===== config.mk =====
export PLATFORM = sky130hd
export DESIGN_NAME = mutex_bank
export DESIGN_NICKNAME = d
export VERILOG_FILES = /design/src/rtl/mutex_bank_pkg.sv /design/src/rtl/mutex_slot.sv /design/src/rtl/mutex_notify.sv /design/src/rtl/mutex_bank.sv
export SDC_FILE = /design/constraint.sdc
export NUM_CORES = 1
export LEC_CHECK = 0
export CORE_MARGIN = 2
export CORE_UTILIZATION = 33
export DETAILED_ROUTE_END_ITERATION = 7
export PLACE_DENSITY_LB_ADDON = 0.15
export SYNTH_ARGS = -nofsm -noshare
export SYNTH_HDL_FRONTEND = slang
export SYNTH_HIERARCHICAL = 1
export SYNTH_SLANG_ARGS = --single-unit

===== constraint.sdc =====
create_clock -name clk -period 3.9 [get_ports clk]
set_clock_uncertainty 0.05 [all_clocks]
set_input_delay 0.78 -clock clk [delete_from_list [all_inputs] [get_ports clk]]
set_output_delay 0.78 -clock clk [all_outputs]
set_load 0.02 [all_outputs]

===== src/rtl/mutex_bank_pkg.sv =====
package mutex_bank_pkg;
    typedef enum logic [1:0] {
        MOP_READ = 2'd0,
        MOP_TAS  = 2'd1,
        MOP_CLR  = 2'd2,
        MOP_PEEK = 2'd3
    } mop_e;

    typedef enum logic {
        SLOT_FREE = 1'b0,
        SLOT_HELD = 1'b1
    } slot_st_e;
endpackage


===== src/rtl/mutex_slot.sv =====
module mutex_slot
    import mutex_bank_pkg::*;
#(
    parameter int ID_W = 3
) (
    input  logic            clk,
    input  logic            rst_n,
    input  logic            sel,
    input  mop_e            op,
    input  logic [ID_W-1:0] req_id,
    output logic            lock,
    output logic [ID_W-1:0] owner,
    output logic            release_o
);
    slot_st_e state_q, state_d;
    logic [ID_W-1:0] owner_q;
    logic seize;

    always_comb begin
        state_d   = state_q;
        seize     = 1'b0;
        release_o = 1'b0;
        unique case (state_q)
            SLOT_FREE: begin
                if (sel && op == MOP_TAS) begin
                    state_d = SLOT_HELD;
                    seize   = 1'b1;
                end
            end
            SLOT_HELD: begin
                if (sel && op == MOP_CLR) begin
                    state_d   = SLOT_FREE;
                    release_o = 1'b1;
                end
            end
            default: state_d = SLOT_FREE;
        endcase
    end

    always_ff @(posedge clk or negedge rst_n) begin
        if (!rst_n) begin
            state_q <= SLOT_FREE;
            owner_q <= '0;
        end else begin
            state_q <= state_d;
            if (seize) owner_q <= req_id;
        end
    end

    assign lock  = (state_q == SLOT_HELD);
    assign owner = owner_q;

    AST_TAS_LOCKS: assert property (@(posedge clk) disable iff (!rst_n)
        (sel && op == MOP_TAS) |=> lock);
    AST_TAS_OWNER: assert property (@(posedge clk) disable iff (!rst_n)
        (sel && op == MOP_TAS && !lock) |=> (owner == $past(req_id)));
    AST_HELD_KEEPS: assert property (@(posedge clk) disable iff (!rst_n)
        (sel && op == MOP_TAS && lock) |=> ($stable(owner) && lock));
    AST_CLR_FREES: assert property (@(posedge clk) disable iff (!rst_n)
        (sel && op == MOP_CLR) |=> (!lock && $stable(owner)));
    AST_READ_NOCHG: assert property (@(posedge clk) disable iff (!rst_n)
        (sel && (op == MOP_READ || op == MOP_PEEK)) |=> ($stable(lock) && $stable(owner)));
endmodule


===== src/rtl/mutex_notify.sv =====
module mutex_notify #(
    parameter int NUM_TASKS = 8,
    parameter int NUM_MUTEX = 16,
    parameter int TASK_W    = 3
) (
    input  logic                 clk,
    input  logic                 rst_n,
    input  logic                 mask_we,
    input  logic [TASK_W-1:0]    mask_task,
    input  logic [NUM_MUTEX-1:0] mask_data,
    input  logic [NUM_MUTEX-1:0] rel_vec,
    output logic [NUM_TASKS-1:0] ev
);
    for (genvar t = 0; t < NUM_TASKS; t++) begin : g_task
        logic [NUM_MUTEX-1:0] mask_q;
        logic ev_q;

        always_ff @(posedge clk or negedge rst_n) begin
            if (!rst_n) begin
                mask_q <= '0;
                ev_q   <= 1'b0;
            end else begin
                if (mask_we && mask_task == TASK_W'(t)) mask_q <= mask_data;
                ev_q <= |(rel_vec & mask_q);
            end
        end

        assign ev[t] = ev_q;

        AST_EV_NEEDS_REL: assert property (@(posedge clk) disable iff (!rst_n)
            ev_q |-> $past(|rel_vec));
    end
endmodule


===== src/rtl/mutex_bank.sv =====
module mutex_bank
    import mutex_bank_pkg::*;
#(
    parameter int NUM_TASKS = 8,
    parameter int NUM_MUTEX = 16,
    localparam int TASK_W = (NUM_TASKS > 1) ? $clog2(NUM_TASKS) : 1,
    localparam int ADDR_W = (NUM_MUTEX > 1) ? $clog2(NUM_MUTEX) : 1,
    localparam int ENT_W  = TASK_W + 1
) (
    input  logic                 clk,
    input  logic                 rst_n,
    input  logic                 cmd_valid,
    input  logic [1:0]           cmd_op,
    input  logic [TASK_W-1:0]    cmd_task,
    input  logic [ADDR_W-1:0]    cmd_addr,
    output logic                 rsp_valid,
    output logic [ENT_W-1:0]     rsp_data,
    input  logic                 mask_we,
    input  logic [TASK_W-1:0]    mask_task,
    input  logic [NUM_MUTEX-1:0] mask_data,
    output logic [NUM_TASKS-1:0] mutex_ev
);
    mop_e op;
    logic [NUM_MUTEX-1:0] lock_vec;
    logic [NUM_MUTEX-1:0] rel_vec;
    logic [TASK_W-1:0]    owner_arr [NUM_MUTEX];
    logic [ENT_W-1:0]     old_ent;
    logic                 rsp_valid_q;
    logic [ENT_W-1:0]     rsp_data_q;

    assign op = mop_e'(cmd_op);

    for (genvar i = 0; i < NUM_MUTEX; i++) begin : g_slot
        logic sel_i;
        assign sel_i = cmd_valid && (cmd_addr == ADDR_W'(i));
        mutex_slot #(.ID_W(TASK_W)) u_slot (
            .clk       (clk),
            .rst_n     (rst_n),
            .sel       (sel_i),
            .op        (op),
            .req_id    (cmd_task),
            .lock      (lock_vec[i]),
            .owner     (owner_arr[i]),
            .release_o (rel_vec[i])
        );
    end

    always_comb begin
        old_ent = '0;
        for (int i = 0; i < NUM_MUTEX; i++) begin
            if (cmd_addr == ADDR_W'(i)) old_ent = {lock_vec[i], owner_arr[i]};
        end
    end

    always_ff @(posedge clk or negedge rst_n) begin
        if (!rst_n) begin
            rsp_valid_q <= 1'b0;
            rsp_data_q  <= '0;
        end else begin
            rsp_valid_q <= cmd_valid;
            if (cmd_valid) rsp_data_q <= old_ent;
        end
    end

    assign rsp_valid = rsp_valid_q;
    assign rsp_data  = rsp_data_q;

    mutex_notify #(
        .NUM_TASKS (NUM_TASKS),
        .NUM_MUTEX (NUM_MUTEX),
        .TASK_W    (TASK_W)
    ) u_notify (
        .clk       (clk),
        .rst_n     (rst_n),
        .mask_we   (mask_we),
        .mask_task (mask_task),
        .mask_data (mask_data),
        .rel_vec   (rel_vec),
        .ev        (mutex_ev)
    );

    AST_RSP_FOLLOWS: assert property (@(posedge clk) disable iff (!rst_n)
        cmd_valid |=> rsp_valid);
    AST_RSP_ONLY_CMD: assert property (@(posedge clk) disable iff (!rst_n)
        rsp_valid |-> $past(cmd_valid));
    AST_EV_FROM_CLR: assert property (@(posedge clk) disable iff (!rst_n)
        (mutex_ev != '0) |-> $past(cmd_valid && cmd_op == 2'd2));
endmodule


==> run metrics <==
outcome=complete, no violations; Netlist cell types=63; Inst Count DP=approximately 1200; Util after Layout=0.391; Psw=around 1.4 mW; Core Box Area=just under 30000 µm²; Die Wd=between 150 and 200 µm; post-cts sizing count=0; CP Launch Type=input port; Rel. slew slack=0.374; Hold Slack=0.0464 ns; Synth Register Bits=around 210; Hold WC Path Type=in -> async; grt total ovfl=0; antenna cells=0; Highest Clock Rate=approximately 0.33 GHz; pins over their slew limit=0; first-pass GRT wire length=41800 µm; Synth Instances=approximately 730; # hold bufs at CTS=0; Lkg Pwr=a little under 5 nW; via density per instance=5.42; initial core utilization=0.335; number of global-route vias before repair=6911; clock slew at reported path FFs=around 0.06 ns; top-count cell post-synth=dfrtp_1; FF/Latch Area=5130 µm²; sequential cell area fraction in the yosys report=0.518; Residual DRC=0; Crit. End Element=flop; Synth Net Count=approximately 770; Core Rows=63; die area=31400 µm²; Final setup viols=0; routability cong.=0.827; maximum VDD drop=~340 µV; # IOs=45; Place WS=roughly 0.3 ns; Num CTS Buffers=24; initial antenna violation count=0; Sw Ratio=0.252; synth warn=6; Post-synth EDFFs=0; multi-input logic area=roughly 4400 µm²; # nets final=about 800; CTS tree=built; top sig layer=met4; Max clock buf depth=3; H-tree depth=1; actual slew at the worst max-slew pin=between 0.9 and 1 ns; gr usage total=0.173; Clk pwr share=0.398; syn avg cell area=about 13 µm²; Clock Root Buffer=clkbuf_16; final period utilization=0.779; Async SR Flop Fraction=1.00; DP Area=about 11000 µm²; Filler cells=roughly 2800; via total after detailed routing=6474; kind of critical path=in -> reg; die height=about 180 µm; Design Power=approximately 5.5 mW; sequential fraction of design power=0.484; Post-synth top flop=dfrtp_1; wire length on met2=approximately 13000 µm; WL met3=between 900 and 1000 µm; placed wire-length estimate=18100 µm; largest net degree at the start of global routing=~150; WL final=roughly 26000 µm; Layout area overhead=16.9%; power share of the combinational group=0.119; WP data arrival=roughly 3.5 ns; Required @ worst endpoint=approximately 4.3 ns; Int Pwr=4.09 mW; setup repair bufs after CTS=0; Post-Layout Cell Count=approximately 1200; power per cell area=~470 nW/µm²; WL per Instance=around 22 µm; setup TNS=0 ns; dominant cells by area after synthesis=dfrtp_1 (52%), mux2_2 (15%), mux2_4 (7.3%); post-route antenna net violation count=0; Iter 0 DRT Violations=around 390; final instance area=~12000 µm²; Mapped Area=approximately 10000 µm²; Max FO, Critical Path=10; share of cells above drive strength 1=0.352; routed length on met1=roughly 12000 µm; post-synth top area share=0.518; most instantiated cells after synthesis=dfrtp_1 (205), mux2_2 (131), mux2_4 (48); max_cap viols=0; buffers added on ports=44; Clock Latency Late Sink=0.54 ns; Critical Path Source=cmd_addr[3]; DR pass1 iterations=5; cell taking the most area after synthesis=dfrtp_1; final critical-path required period=roughly 3 ns; RR Startpoint=g_slot[15].u_slot/lock; Hold Vio Cnt, Final=0; final worst setup slack=between 0.8 and 0.9 ns; RSZ-0062 raised after global routing=false; CTS sink cnt=a little over 200
critical path: stages:
cell	delay, ns
clkdlybuf4s50_1	0.63
buf_4	0.21
inv_2	0.09
nor2_1	0.14
nand2_1	0.13
nor2_1	0.21
nand2b_1	0.11
nor2_1	0.66
a221oi_1	0.31
nand4_1	0.17
power by group through the flow:
stage	sequential (mW)	combinational, mW	clock [mW]
2_1_floorplan	2.61	0.435	0
4_1_cts	2.64	0.656	2.24
3_5_place_dp	2.68	0.655	0
3_3_place_gp	2.67	0.633	0
5_1_grt	2.68	0.709	2.33
6_report	2.64	0.649	2.17
area by class of cell:
type,instances,area share
clock buffer,37,0.0622
tap,390,0.0422
inverter,7,0.00249
clock inverter,6,0.00519
multi-input combinational,472,0.383
sequential,205,0.443
timing repair buffer,77,0.0620
sequential cells by signal, summed over array words and instances, names as in the netlist:
signal	flops
u_notify/g_task.mask_q	128
u_notify/g_task.ev_q	8
rsp_valid	1
rsp_data	4
g_slot.u_slot/owner	48
g_slot.u_slot/lock	16
kinds of logic (layout without fill, tap and decap cells):
logic type / Yosys count / in the layout / synth area share
and+or+nand+nor: 132 / 132 / 0.0914
muxes: 186 / 186 / 0.233
DFF: 205 / 205 / 0.518
buffers and inverters: 57 / 127 / 0.0348
AOI/OAI and AO/OA: 154 / 154 / 0.122
worst paths after layout:
path | endpoint | slack, ns | cells after the start
min in group clk | u_notify/g_task[2].ev_q | 0.45 | 2
worst min-delay path | g_slot[0].u_slot/owner[1] | 0.05 | 1
worst max register to register | u_notify/g_task[4].ev_q | 2.10 | 6
max in group asynchronous | g_slot[3].u_slot/lock | 2.66 | 2
worst min register to register | u_notify/g_task[2].ev_q | 0.45 | 2
worst max-delay path | u_notify/g_task[0].ev_q | 0.86 | 10
cell usage in the layout (no fill, tap or decap), drive strengths merged, types with 3 or more instances in the layout:
master         netlist  layout
inv                  7       7
buf                 37      33
nand4                9       9
nand4b               3       3
a22o                33      33
nand2               28      28
mux4                 3       3
mux2               179     179
a2111oi              3       3
nor2                33      33
nor3                 9       9
o2bb2ai             16      16
o21ai               11      11
or3                  4       4
and4bb              16      16
a221oi              32      32
clkbuf              13      38
clkdlybuf4s50        0      43
mux2i                4       4
o22ai                5       5
dfrtp              205     205
nand2b              21      21
clkinv               0       4
a21oi               27      27
per-layer routing:
metal | global-route usage | up-vias
li1 | - | 2883
met1 | 0.234 | 3405
met2 | 0.287 | 140
met3 | 0.0249 | 46
met4 | 0.0503 | 0
met5 | 0 | -
(Power assumes the default switching activity.)
